===== config.mk =====
export PLATFORM = sky130hd
export DESIGN_NAME = wdt_dual_clear
export DESIGN_NICKNAME = d
export VERILOG_FILES = /design/src/rtl/wdt_dc_pkg.sv /design/src/rtl/wdt_dc_cmd.sv /design/src/rtl/wdt_dc_timebase.sv /design/src/rtl/wdt_dc_status.sv /design/src/rtl/wdt_dual_clear.sv
export SDC_FILE = /design/constraint.sdc
export NUM_CORES = 1
export LEC_CHECK = 0
export ABC_AREA = 0
export ABC_CLOCK_PERIOD_IN_PS = 4000
export BUFFER_PORTS_ARGS = -buffer_cell sky130_fd_sc_hd__buf_4
export CORE_AREA = 2 2 39 41
export DETAILED_ROUTE_END_ITERATION = 8
export DIE_AREA = 0 0 41 43
export GPL_TIMING_DRIVEN = 0
export PLACE_DENSITY = 0.68
export SLEW_MARGIN = 20
export SYNTH_ARGS = -nofsm -noshare
export SYNTH_HDL_FRONTEND = slang
export SYNTH_SLANG_ARGS = --single-unit

===== constraint.sdc =====
create_clock -name clk -period 4 [get_ports clk]
set_input_delay 0.2 -clock clk [delete_from_list [all_inputs] [get_ports clk]]
set_output_delay 0.2 -clock clk [all_outputs]
set_load 0.1 [all_outputs]

===== src/rtl/wdt_dc_pkg.sv =====
package wdt_dc_pkg;

  // Decoded command events that one cycle can carry.
  typedef struct packed {
    logic halt;   // halt command
    logic clear;  // valid clear (single, or completed pair)
  } wdt_evt_t;

  // Which half of a paired clear is waiting for its partner.
  typedef enum logic [1:0] {
    PEND_NONE = 2'd0,
    PEND_A    = 2'd1,
    PEND_B    = 2'd2
  } wdt_pend_e;

endpackage


===== src/rtl/wdt_dc_cmd.sv =====
module wdt_dc_cmd
  import wdt_dc_pkg::*;
(
  input  logic     clk,
  input  logic     rst,
  input  logic     dual_mode_i,
  input  logic     clr_i,
  input  logic     clr_a_i,
  input  logic     clr_b_i,
  input  logic     halt_i,
  output wdt_evt_t evt_o
);

  wdt_pend_e pend_q, pend_d;
  logic      pair_done;

  // the pair completes when the missing half arrives, in either order.
  always_comb begin
    pair_done = dual_mode_i &
                ((clr_a_i & ((pend_q == PEND_B) | clr_b_i)) |
                 (clr_b_i &  (pend_q == PEND_A)));
  end

  // the mode decides which command counts as a clear.
  always_comb begin
    evt_o.halt  = halt_i;
    evt_o.clear = ~halt_i & (dual_mode_i ? pair_done : clr_i);
  end

  // a lone half waits; a repeat of the same half keeps waiting.
  always_comb begin
    pend_d = pend_q;
    if (!dual_mode_i || halt_i || pair_done) begin
      pend_d = PEND_NONE;
    end else if (clr_a_i) begin
      pend_d = PEND_A;
    end else if (clr_b_i) begin
      pend_d = PEND_B;
    end
  end

  always_ff @(posedge clk) begin
    if (rst) begin
      pend_q <= PEND_NONE;
    end else begin
      pend_q <= pend_d;
    end
  end

endmodule


===== src/rtl/wdt_dc_timebase.sv =====
module wdt_dc_timebase #(
  parameter int unsigned PRESC_W = 3,
  parameter int unsigned CNT_W   = 4
) (
  input  logic clk,
  input  logic rst,
  input  logic tick_i,
  input  logic restart_i,
  output logic expire_o
);

  logic             presc_wrap;
  logic [CNT_W-1:0] cnt_q;

  // the prescaler divides the tick before the main counter sees it.
  generate
    if (PRESC_W > 0) begin : g_presc
      logic [PRESC_W-1:0] presc_q;
      assign presc_wrap = &presc_q;
      always_ff @(posedge clk) begin
        if (rst || restart_i) begin
          presc_q <= '0;
        end else if (tick_i) begin
          presc_q <= presc_q + 1'b1;
        end
      end
    end else begin : g_no_presc
      assign presc_wrap = 1'b1;
    end
  endgenerate

  // Both stages wrap to zero on expiry, which restarts the period.
  always_ff @(posedge clk) begin
    if (rst || restart_i) begin
      cnt_q <= '0;
    end else if (tick_i && presc_wrap) begin
      cnt_q <= cnt_q + 1'b1;
    end
  end

  // a restart in the same cycle cancels the expiry.
  assign expire_o = tick_i & presc_wrap & (&cnt_q) & ~restart_i;

endmodule


===== src/rtl/wdt_dc_status.sv =====
module wdt_dc_status
  import wdt_dc_pkg::*;
(
  input  logic     clk,
  input  logic     rst,
  input  wdt_evt_t evt_i,
  input  logic     expire_i,
  output logic     sys_rst_o,
  output logic     wake_o,
  output logic     to_flag_o,
  output logic     pd_flag_o
);

  logic halted_q;

  always_ff @(posedge clk) begin
    if (rst) begin

      sys_rst_o <= 1'b0;
      wake_o    <= 1'b0;
      to_flag_o <= 1'b0;
      pd_flag_o <= 1'b0;
      halted_q  <= 1'b0;
    end else begin
      // one-cycle pulses, picked by the halted state.
      sys_rst_o <= expire_i & ~halted_q;
      wake_o    <= expire_i &  halted_q;
      if (evt_i.halt) begin

        pd_flag_o <= 1'b1;
        to_flag_o <= 1'b0;
        halted_q  <= 1'b1;
      end else if (evt_i.clear) begin

        pd_flag_o <= 1'b0;
        to_flag_o <= 1'b0;
      end else if (expire_i) begin
        to_flag_o <= 1'b1;
        halted_q  <= 1'b0;
      end
    end
  end

endmodule


===== src/rtl/wdt_dual_clear.sv =====
module wdt_dual_clear
  import wdt_dc_pkg::*;
#(
  parameter int unsigned PRESC_W = 3,
  parameter int unsigned CNT_W   = 4
) (
  input  logic clk,
  input  logic rst,
  input  logic tick_i,
  input  logic dual_mode_i,
  input  logic clr_i,
  input  logic clr_a_i,
  input  logic clr_b_i,
  input  logic halt_i,
  output logic sys_rst_o,
  output logic wake_o,
  output logic to_flag_o,
  output logic pd_flag_o
);

  wdt_evt_t evt;
  logic     restart;
  logic     expire;

  wdt_dc_cmd u_cmd (
    .clk         (clk),
    .rst         (rst),
    .dual_mode_i (dual_mode_i),
    .clr_i       (clr_i),
    .clr_a_i     (clr_a_i),
    .clr_b_i     (clr_b_i),
    .halt_i      (halt_i),
    .evt_o       (evt)
  );

  // a halt restarts the count just as a valid clear does.
  assign restart = evt.halt | evt.clear;

  wdt_dc_timebase #(
    .PRESC_W (PRESC_W),
    .CNT_W   (CNT_W)
  ) u_tb (
    .clk       (clk),
    .rst       (rst),
    .tick_i    (tick_i),
    .restart_i (restart),
    .expire_o  (expire)
  );

  wdt_dc_status u_st (
    .clk       (clk),
    .rst       (rst),
    .evt_i     (evt),
    .expire_i  (expire),
    .sys_rst_o (sys_rst_o),
    .wake_o    (wake_o),
    .to_flag_o (to_flag_o),
    .pd_flag_o (pd_flag_o)
  );

endmodule


# Yosys cells after proc, flatten, opt, wreduce, memory -nomap -nowiden
# Index checks and enable logic that the tools add are counted.
[word_totals]
register_bits = 14
in_bits = 8
out_inout_bits = 4
[classes]
reduce_logical = 14
eq_ne = 3
n_bitwise = 15
muxes = 8
n_addsub = 2
[op_table]
columns = ["cell", "n"]
rows = [
  ["1-bit AND", 9],
  ["1-bit 2-to-1 mux", 8],
  ["2-bit nonzero test", 3],
  ["3-bit OR reduction", 2],
  ["4-bit by 1-bit adder with 4-bit output, second input constant", 1],
  ["4-bit AND reduction", 1],
  ["3-bit by 1-bit adder with 3-bit output, second input constant", 1],
  ["1-bit logical OR", 3],
  ["1-bit inverter", 3],
  ["1-bit OR", 3],
  ["3-bit AND reduction", 1],
  ["2-bit by 1-bit == test with 1-bit output, second input constant", 1],
  ["2-bit == test, second input constant", 1],
  ["2-bit != test, second input constant", 1],
  ["2-bit AND reduction", 1],
  ["2-bit OR reduction", 1],
  ["1-bit logical AND", 1],
  ["1-bit logical NOT", 1],
]

# Logic depth before layout (Yosys ltp)
# Gate-level depths: netlist of the first run.
[logic_depth]
depth_word = 13
depth_mapped = 7

# Cells and area by module
# Synthesis of the first run repeated with hierarchy kept, for this count alone.
[unflattened]
hier_cells = 66
area_unflattened_um2 = 625.6
[by_module_without_submodules]
columns = ["module", "area_per_inst_um2", "n_inst", "cells_each", "seq_area_each_um2"]
rows = [
  ["wdt_dc_timebase", 332.8, 1, 35, 140.1],
  ["wdt_dc_status", 157.7, 1, 15, 100.1],
  ["wdt_dc_cmd", 128.9, 1, 15, 40.0],
  ["wdt_dual_clear", 6.3, 1, 1, 0.0],
]

# Worst setup path after synthesis of the first run
# Ideal clock, no wire load.
[synth_timing]
path_type = "reg-to-reg"
startpoint = "register u_tb.g_presc.presc_q[0]"
endpoint = "register u_st.halted_q"
t_arrival_ns = 1.291
n_path_buf = 1
setup_ns = 0.091
path_stages_with_launch = 8
path_slack_ns = 2.618
t_required_ns = 3.909
cell_sequence = "dfxtp_1 -> ha_1 -> ha_1 -> and2_1 -> buf_6 -> nand4_4 -> nor2_1 -> a311oi_1"
[synth_via]
elab_chain_len = 6
[synth_rtl]
columns = ["element", "line", "text"]
rows = [
  ["from (decl)", "wdt_dc_timebase.sv:18", "logic [PRESC_W-1:0] presc_q;"],
  ["from (signal assigned)", "wdt_dc_timebase.sv:24", "presc_q <= presc_q + 1'b1;"],
  ["3-bit AND reduction", "wdt_dc_timebase.sv:19", "assign presc_wrap = &presc_q;"],
  ["1-bit AND (3 in series)", "wdt_dc_timebase.sv:42", "assign expire_o = tick_i & presc_wrap & (&cnt_q) & ~restart_i;"],
  ["2-bit nonzero test (no source line)", "-", ""],
  ["2-bit AND reduction (no source line)", "-", ""],
  ["to (signal assigned)", "wdt_dc_status.sv:23", "halted_q <= 1'b0;"],
  ["to (signal assigned)", "wdt_dc_status.sv:32", "halted_q <= 1'b1;"],
  ["to (signal assigned)", "wdt_dc_status.sv:39", "halted_q <= 1'b0;"],
  ["to (decl)", "wdt_dc_status.sv:14", "logic halted_q;"],
]
# No other way between the ends.
# A chain may end at the register's enable or synchronous reset.

# Worst setup path after layout of the first run
# Ends and elaborated chain as after synthesis.

==> results of run 1 <==
-- synthesized netlist by cell type (all sizes together) --
library cell and number:
nand4 2, mux2i 2, inv 4, a21oi 4, nor3 4, nor2 10
nand2 3, dfxtp 14, xnor2 2, nand2b 1, a41oi 1, xor2 2
buf 1, and2 1, a31oi 1, ha 3, o211ai 1, a311oi 1
nor2b 2, nand3 1
-- worst max path at each step --
stage,endpoint,cells after the start
final,u_st.halted_q,7
after global routing,u_st.halted_q,7
after CTS,u_st.halted_q,7
after detailed placement,u_st.halted_q,7
after global placement,u_st.halted_q,7
after floorplan,u_st.halted_q,7
-- power breakdown --
group | switching [mW] | internal, mW | total [mW]
sequential | 0.00163 | 0.142 | 0.143
clock | 0.0438 | 0.0348 | 0.0787
combinational | 0.0153 | 0.0102 | 0.0255
-- per-layer routing --
layer  vias to the layer above  track usage, %  share of wire, %  wire length (um)
li1                        234               -                 -                 -
met1                       206            16.8                42               403
met2                         8            22.8                52               499
met3                         4            3.14               3.6                34
met4                         0            10.0               1.6                15
met5                         -               0                 0                 0
-- cells by family (layout without fill, tap and decap cells) --
group                    after synthesis  after routing  synth area share [%]
flip-flops                            14             14                  45.8
AND/OR/NAND/NOR                       24             24                  24.3
adder cells (fa/ha/maj)                3              3                  6.14
AO/OA/AOI/OAI                          8              8                  10.4
multiplexers                           2              2                  3.27
buffers and inverters                  5             19                  4.29
XOR/XNOR                               4              4                  5.73
-- per-stage QoR --
step / setup WS (ns) / utilization [%] / total power, mW / std cells
2_1_floorplan: 2.62 / - / 0.161 / 60
3_3_place_gp: 2.57 / 51.6 / 0.171 / 87
3_5_place_dp: 2.56 / 51.6 / 0.172 / 87
4_1_cts: 2.54 / 53.3 / 0.251 / 90
5_1_grt: 2.43 / 53.3 / 0.259 / 90
6_report: 2.55 / 53.3 / 0.247 / 90
-- layout make-up --
class                      instances  area (sq um)
buffer                             1          11.3
clock buffer                       3          22.5
fill                             126           647
inverter                           4          15.0
multi-input combinational         41           305
sequential                        14           280
tap                               16          20.0
timing repair buffer              11          82.6
-- state kept, by name (all words and copies together), names as in the netlist --
signal / flops
u_st.pd_flag_o: 1
u_st.sys_rst_o: 1
u_st.halted_q: 1
u_tb.cnt_q: 4
u_cmd.pend_q: 2
u_tb.g_presc.presc_q: 3
u_st.to_flag_o: 1
u_st.wake_o: 1
==> flow_metrics.py, run 1 <==
metrics = {
    "critical_path": {
        "cp_num_buf_inv": 1,
        "cp_cell_sequence": "ha_1 -> ha_1 -> and2_1 -> buf_6 -> nand4_4 -> nor2_1 -> a311oi_1",
        "critical_path.max_stage_delay_ns": 0.33,
        "slowest_stage": "dfxtp_1",
        "crit_family": "adder cells",
        "r2r_slack_ns": 2.55,
        "r2r_cells": 7,
        "reg2reg_from": "u_tb.g_presc.presc_q[0]",
        "crit_fanout": 6,
        "setup.worst_path.class": "reg -> reg",
        "cp-end-kind": "flop",
        "start_kind": "flop",
        "r2r_end": "u_st.halted_q",
        "critical_path_required_ns": 4.19,
        "worstSetupStartpoint": "u_tb.g_presc.presc_q[0]",
        "arrival_ns": 1.64,
        "cpMostUsedCell": "ha_1",
    },
    "clock_tree": {
        "clock_path_buffers": 2,
        "cts_buffers": 3,
        "cts_resized": 0,
        "hold_buffers": 0,
        "cts_tree": "built",
        "insertion_delay_ns": 0.27,
        "clock-sinks": 14,
        "root_buffer": "clkbuf_4",
        "htreeDepth": 1,
        "cts_setup_buffers": 0,
        "clkTransAtPathRegs_ns": 0.08,
    },
    "floorplanning": {
        "initial_core_util_pct": 44.2,
        "die_width_um": 41,
        "io_pins": 12,
        "rows": 14,
        "core-area_sq_mm": 0.00138,
        "die_h_um": 43,
        "die_area_sq_mm": 0.00176,
    },
    "grt": {
        "grt_pass1_wl_um": 1720,
        "track_usage_pct": 14.7,
        "overflow": 0,
        "grt_max_degree": 11,
        "antenna_found_initial": 0,
        "grt_pass1_vias": 425,
    },
    "drt": {
        "viasPerCell": 5.02,
        "dr.pass1.iters": 4,
        "vias": 452,
        "wirelength_um": 953,
        "wire_per_inst_um": 10.6,
        "drt_iter0_drc": 7,
        "detail-route-antenna-nets": 0,
        "drc_errors": 0,
    },
    "hold_path": {
        "hold_path_class": "in -> reg",
        "min_to": "u_st.pd_flag_o",
        "hold_path_depth": 2,
        "hp-start": "rst",
    },
    "yosys": {
        "ys_types": 22,
        "syn_area_sq_um": 612,
        "ys_warn_count": 0,
        "syn_area_per_cell_sq_um": 10.2,
        "synthCells": 60,
        "synth.area.top_cells": "dfxtp_1 46%, ha_1 6.1%, nor2_1 6.1%",
        "yosys.area.top_type": "dfxtp_1",
        "yosysTopAreaCellShare_pct": 45.8,
        "ys_seq_elements": 14,
        "syn_nets": 71,
        "ys_seq_area_share_pct": 45.8,
    },
    "finish": {
        "syn2layout_area_growth_pct": 20.4,
        "drive_above_1_share_pct": 28.4,
        "final_common_cell": "dfxtp_1",
        "layout_common_cells": "14 x dfxtp_1, 11 x buf_4, 10 x nor2_1, 4 x inv_1, 4 x a21oi_1",
        "layout.nets": 87,
        "diodes": 0,
        "final_area_sq_um": 737,
    },
    "power": {
        "ir_worst_vdd_v": 0.000174,
        "power-per-cell-area_mw_per_mm2": 336,
        "leakagePower_nw": 0.307,
    },
    "timing": {
        "finalSetupViolCount": 0,
        "relSlewSlack_pct": 80.2,
        "setup-tns-final_ns": 0,
        "finalCriticalPeriod_ns": 1.45,
        "hold_slack_ns": 0.0952,
        "clock_skew_ns": 0.00520,
        "final_max_slew_viol_count": 0,
        "fmax_ghz": 0.689,
        "finalHoldViolCount": 0,
        "rsz0062_at_grt": "false",
        "tightest_slew_ns": 0.296,
        "period_share_pct": 36.3,
    },
    "placed_design": {
        "placed_area_sq_um": 714,
        "io_buffers": 11,
        "place_hpwl_um": 739,
        "routabilityCongestion": 0.733,
    },
    "flow_run": {
        "max_cap_viol_count": 0,
    },
    "run_status": {
        "outcome": "finished, final reports clean",
    },
}
No activity file was read; power rests on OpenSTA's default activity.
==> run 2: changes to the inputs <==
ABC_CLOCK_PERIOD_IN_PS = 1400   (was 4000)
clock period = 1.4 ns   (was 4 ns; I/O delays follow)
==> run 2 against run 1 <==
Sequential cell count did not move. Register-to-register slack got worse by 2.5 ns. Clock power rose to 2.9 times the previous value. Critical endpoint unchanged. Critical path type unchanged.
==> flow_metrics.py, run 2 (synthesized netlist as in run 1, its figures left out) <==
metrics = {
    "critical_path": {
        "r2r_slack_ns": 0.09,
        "cp-end-kind": "flop",
        "critical_path_required_ns": 1.59,
        "r2r_cells": 6,
        "arrival_ns": 1.50,
        "start_kind": "flop",
        "reg2reg_from": "u_tb.g_presc.presc_q[0]",
        "cp-endpoint": "u_st.halted_q",
        "crit_fanout": 6,
        "worstSetupStartpoint": "u_tb.g_presc.presc_q[0]",
        "r2r_end": "u_st.halted_q",
        "setup.worst_path.class": "reg -> reg",
    },
    "finish": {
        "final_common_cell": "buf_4",
        "syn2layout_area_growth_pct": 28.6,
        "largest_reg_flops": 4,
        "drive_above_1_share_pct": 34.2,
        "layout.nets": 92,
        "largest_register": "u_tb.cnt_q",
        "layout_common_cells": "14 x buf_4, 13 x dfxtp_1, 9 x nor2_1, 4 x inv_1, 4 x a21oi_1",
        "diodes": 0,
        "largest_registers": "u_tb.cnt_q: 4 flops, u_tb.g_presc.presc_q: 3 flops, u_cmd.pend_q: 2 flops",
        "final_area_sq_um": 787,
    },
    "hold_path": {
        "hold_path_class": "in -> reg",
    },
    "grt": {
        "grt_pass1_wl_um": 1850,
        "antenna_found_initial": 0,
        "track_usage_pct": 15.9,
        "overflow": 0,
        "grt_max_degree": 11,
        "grt_pass1_vias": 443,
    },
    "clock_tree": {
        "clock_path_buffers": 2,
        "insertion_delay_ns": 0.27,
        "clkTransAtPathRegs_ns": 0.08,
        "root_buffer": "clkbuf_4",
        "clock-sinks": 14,
        "htreeDepth": 1,
        "cts_buffers": 3,
        "cts_tree": "built",
    },
    "floorplanning": {
        "core-area_sq_mm": 0.00138,
        "die_h_um": 43,
        "io_pins": 12,
        "die_area_sq_mm": 0.00176,
        "rows": 14,
        "initial_core_util_pct": 44.2,
        "die_width_um": 41,
    },
    "power": {
        "power-per-cell-area_mw_per_mm2": 917,
        "leakagePower_nw": 0.327,
        "ir_worst_vdd_v": 0.000532,
    },
    "timing": {
        "fmax_ghz": 0.761,
        "period_share_pct": 93.8,
        "hold_slack_ns": 0.0364,
        "rsz0062_at_grt": "false",
        "finalHoldViolCount": 0,
        "finalSetupViolCount": 0,
        "finalCriticalPeriod_ns": 1.31,
        "tightest_slew_ns": 0.301,
        "relSlewSlack_pct": 79.9,
        "clock_skew_ns": 0.00389,
        "final_max_slew_viol_count": 0,
    },
    "placed_design": {
        "place_hpwl_um": 739,
        "placed_area_sq_um": 714,
        "io_buffers": 11,
        "routabilityCongestion": 0.733,
    },
    "drt": {
        "wire_per_inst_um": 11.4,
        "drt_iter0_drc": 4,
        "vias": 475,
        "wirelength_um": 1090,
        "drc_errors": 0,
        "detail-route-antenna-nets": 0,
        "viasPerCell": 5.00,
        "dr.pass1.iters": 4,
    },
    "flow_run": {
        "max_cap_viol_count": 0,
    },
    "run_status": {
        "outcome": "finished, final reports clean",
    },
}
==> run 2: what timing repair did <==
action | in CTS | in global routing
endpoints found under the setup margin | 1 | 3
pin swaps | 1 | 1
hold buffers | 3 | 0
setup buffers | 2 | 1
hold endpoints to repair | 4 | 0
gates resized for setup | 1 | 4
==> run 2: area by class of cell <==
type / instances / area [sq um]
fillers: 126 / 597
multi-input cells: 41 / 313
flip-flops and latches: 14 / 282
repair buffers: 17 / 135
clock buffers: 3 / 22.5
well taps: 16 / 20.0
inverters: 4 / 15.0
==> run 2: per-layer routing <==
layer / part of all wire (%) / vias to the layer above / GRT usage [%]
met5: 0 / - / 0
met4: 1.4 / 0 / 10.0
met3: 2.5 / 4 / 3.14
met2: 52 / 6 / 24.4
met1: 44 / 220 / 19.1
li1: - / 245 / -
==> run 2: critical path: stages (launching register included) <==
cell and delay, ns:
dfxtp_2 0.33, ha_2 0.17, ha_1 0.17, and2_4 0.18, nand4_4 0.11, nor2_2 0.04, a311oi_1 0.23
==> run 2: worst min-delay path by stage <==
| stage | startpoint | to | cells past startpoint |
|---|---|---|---|
| after floorplan | rst | u_st.halted_q | 1 |
| after global placement | rst | u_st.pd_flag_o | 2 |
| after detailed placement | rst | u_st.halted_q | 2 |
| after CTS | halt_i | u_st.pd_flag_o | 3 |
| after global routing | halt_i | u_st.pd_flag_o | 3 |
| final | halt_i | u_st.pd_flag_o | 3 |
==> run 2: stage by stage <==
| step | setup WS (ns) | power, mW | TNS, ns | instances | util, % |
|---|---|---|---|---|---|
| after global placement | -0.0349 | 0.490 | -0.0349 | 87 | 51.6 |
| final | 0.0862 | 0.722 | 0 | 95 | 56.9 |
| after detailed placement | -0.0370 | 0.492 | -0.0370 | 87 | 51.6 |
| after global routing | 0.00475 | 0.757 | 0 | 95 | 56.9 |
| after floorplan | 0.0178 | 0.460 | 0 | 60 | - |
| after CTS | 0.0172 | 0.725 | 0 | 95 | 56.6 |
==> run 2: where the power goes <==
part / internal [mW] / switching (mW)
Clock: 0.0996 / 0.129
Sequential: 0.405 / 0.00457
Combinational: 0.0375 / 0.0470
Total: 0.542 / 0.180
==> run 3: changes to the inputs <==
--- a/config.mk
+++ b/config.mk
@@ -9,7 +9,7 @@
 export ABC_CLOCK_PERIOD_IN_PS = 1400
 export BUFFER_PORTS_ARGS = -buffer_cell sky130_fd_sc_hd__buf_4
-export CORE_AREA = 2 2 39 41
+export CORE_AREA = 8 8 45 47
 export DETAILED_ROUTE_END_ITERATION = 8
-export DIE_AREA = 0 0 41 43
+export DIE_AREA = 0 0 53 55
 export GPL_TIMING_DRIVEN = 0
 export PLACE_DENSITY = 0.68
==> constraint.sdc (replaced) <==
create_clock -name clk -period 1.4 [get_ports clk]
set_input_delay 0.07 -clock clk [delete_from_list [all_inputs] [get_ports clk]]
set_output_delay 0.07 -clock clk [all_outputs]
set_load 0.005 [all_outputs]
==> run 3 against run 2 <==
Die area increased by 65%. Power is 5.5% higher. Setup slack gained 0.0048 ns. Critical path type unchanged.
==> flow_metrics.py, run 3 (synthesized netlist as in run 1, its figures left out) <==
metrics = {
    "run_status": {
        "outcome": "finished, final reports clean",
    },
    "critical_path": {
        "crit_cells": 6,
        "cp-end-kind": "flop",
        "crit_fanout": 6,
        "slowest_stage": "dfxtp_2",
        "critical_path_required_ns": 1.60,
        "critical_path.max_stage_delay_ns": 0.32,
        "cp_num_buf_inv": 0,
        "cp_cell_sequence": "ha_2 -> ha_1 -> and2_4 -> nand4_4 -> nor2_1 -> a311oi_1",
        "r2r_cells": 6,
        "r2r_slack_ns": 0.09,
        "setup.worst_path.class": "reg -> reg",
        "start_kind": "flop",
        "arrival_ns": 1.51,
        "crit_family": "adder cells",
    },
    "finish": {
        "stdcell_count": 95,
        "largest_registers": "u_tb.cnt_q: 4 flops, u_tb.g_presc.presc_q: 3 flops, u_cmd.pend_q: 2 flops",
        "syn2layout_area_growth_pct": 29.2,
        "diodes": 0,
        "multiInputGateArea_sq_um": 310,
        "layout.nets": 91,
        "largest_register": "u_tb.cnt_q",
        "drive_above_1_share_pct": 32.9,
        "n_fill_cell": 122,
        "ff_latch_area_sq_um": 282,
        "final_area_sq_um": 791,
        "largest_reg_flops": 4,
        "layout_common_cells": "13 x buf_4, 13 x dfxtp_1, 10 x nor2_1, 4 x inv_1, 4 x a21oi_1",
    },
    "drt": {
        "dr.pass1.iters": 4,
        "wire_per_inst_um": 11.7,
        "vias": 460,
        "dr.max_layer_used": "met4",
        "wl_met2_um": 560,
        "drc_errors": 0,
        "detail-route-antenna-nets": 0,
        "met3_length_um": 76,
        "wl_met1_um": 454,
        "drt_iter0_drc": 5,
        "viasPerCell": 4.84,
        "wirelength_um": 1120,
    },
    "floorplanning": {
        "rows": 14,
        "core-area_sq_mm": 0.00138,
        "die_width_um": 53,
        "die_h_um": 55,
        "io_pins": 12,
        "die_area_sq_mm": 0.00292,
        "initial_core_util_pct": 44.2,
    },
    "power": {
        "total_power_mw": 0.762,
        "power-per-cell-area_mw_per_mm2": 963,
        "clockPowerShare_pct": 37.4,
        "intPower_mw": 0.599,
        "ir_worst_vdd_v": 0.000613,
        "leakagePower_nw": 0.329,
        "p_sw_share_pct": 21.4,
        "pwr-share-comb_pct": 8.8,
        "pwr-share-seq_pct": 53.7,
        "p_sw_mw": 0.163,
    },
    "grt": {
        "grt_max_degree": 11,
        "antenna_found_initial": 0,
        "grt_pass1_vias": 430,
        "overflow": 0,
        "track_usage_pct": 8.73,
        "grt_pass1_wl_um": 1790,
    },
    "placed_design": {
        "io_buffers": 11,
        "pre_cts_ws_ns": -0.0612,
        "dp_cells": 87,
        "placed_area_sq_um": 714,
        "place_hpwl_um": 767,
        "routabilityCongestion": 0.713,
    },
    "hold_path": {
        "hold_path_depth": 3,
        "hold_path_class": "in -> reg",
    },
    "timing": {
        "clock_skew_ns": 0.00608,
        "finalHoldViolCount": 0,
        "finalSetupViolCount": 0,
        "fmax_ghz": 0.764,
        "period_share_pct": 93.5,
        "setup-tns-final_ns": 0,
        "final_max_slew_viol_count": 0,
        "relSlewSlack_pct": 81.8,
        "finalWorstSetupSlack_ns": 0.0911,
        "tightest_slew_ns": 0.273,
        "finalCriticalPeriod_ns": 1.31,
        "rsz0062_at_grt": "false",
    },
    "clock_tree": {
        "clock_path_buffers": 2,
        "root_buffer": "clkbuf_4",
        "htreeDepth": 1,
        "cts_buffers": 3,
        "insertion_delay_ns": 0.28,
        "clock-sinks": 14,
        "clkTransAtPathRegs_ns": 0.08,
        "cts_tree": "built",
    },
    "flow_run": {
        "max_cap_viol_count": 0,
    },
}
## run 3: cell types whose count changed in the layout (fill, tap and decap cells not counted)
cell	change
buf_4	-1
clkbuf_8	+1
nor2_1	+1
nor2_2	-1
## run 3: power by group through the flow
stage / sequential [mW] / combinational, mW / clock, mW
3_5_place_dp: 0.419 / 0.0580 / 0
6_report: 0.409 / 0.0674 / 0.285
5_1_grt: 0.411 / 0.0733 / 0.310
2_1_floorplan: 0.418 / 0.0277 / 0
3_3_place_gp: 0.418 / 0.0573 / 0
4_1_cts: 0.409 / 0.0665 / 0.296
## run 3: layer usage
| metal | track usage, % | up-vias |
|---|---|---|
| li1 | - | 241 |
| met5 | 0 | - |
| met3 | 4.81 | 5 |
| met4 | 5.17 | 0 |
| met2 | 14.6 | 7 |
| met1 | 8.32 | 207 |
## run 3: final cells by class
cell class | instances | share of cell area (%)
tap | 16 | 2.53
inverter | 4 | 1.90
timing repair buffer | 16 | 16.1
clock buffer | 4 | 4.59
multi-input combinational | 41 | 39.2
sequential | 14 | 35.6
## run 3: final timing paths
check,startpoint,to
setup / recovery,u_tb.g_presc.presc_q[0],u_st.halted_q
hold / removal,halt_i,u_st.pd_flag_o
setup reg to reg,u_tb.g_presc.presc_q[0],u_st.halted_q
hold reg to reg,u_st.halted_q,u_st.sys_rst_o
## run 3: per-stage QoR
stage,hold slack (ns),utilization (%)
2_1_floorplan,0.142,-
3_3_place_gp,0.251,51.6
3_5_place_dp,0.252,51.6
4_1_cts,0.0188,57.6
5_1_grt,0.0512,57.1
6_report,0.0261,57.1
## run 3: worst reg2reg max path: cells and delay by family (launching register included)
| family | cells | cell delay [ns] |
|---|---|---|
| fa+ha+maj | 2 | 0.34 |
| simple gates | 3 | 0.33 |
| flops | 1 | 0.32 |
| compound gates | 1 | 0.24 |
## run 3: repair_timing
action                                  in CTS  in global routing
hold buffers                                 3                  0
hold endpoints to repair                     4                  0
resized for setup                            1                  2
setup buffers                                2                  0
endpoints found under the setup margin       1                  4
pin swaps                                    1                  1
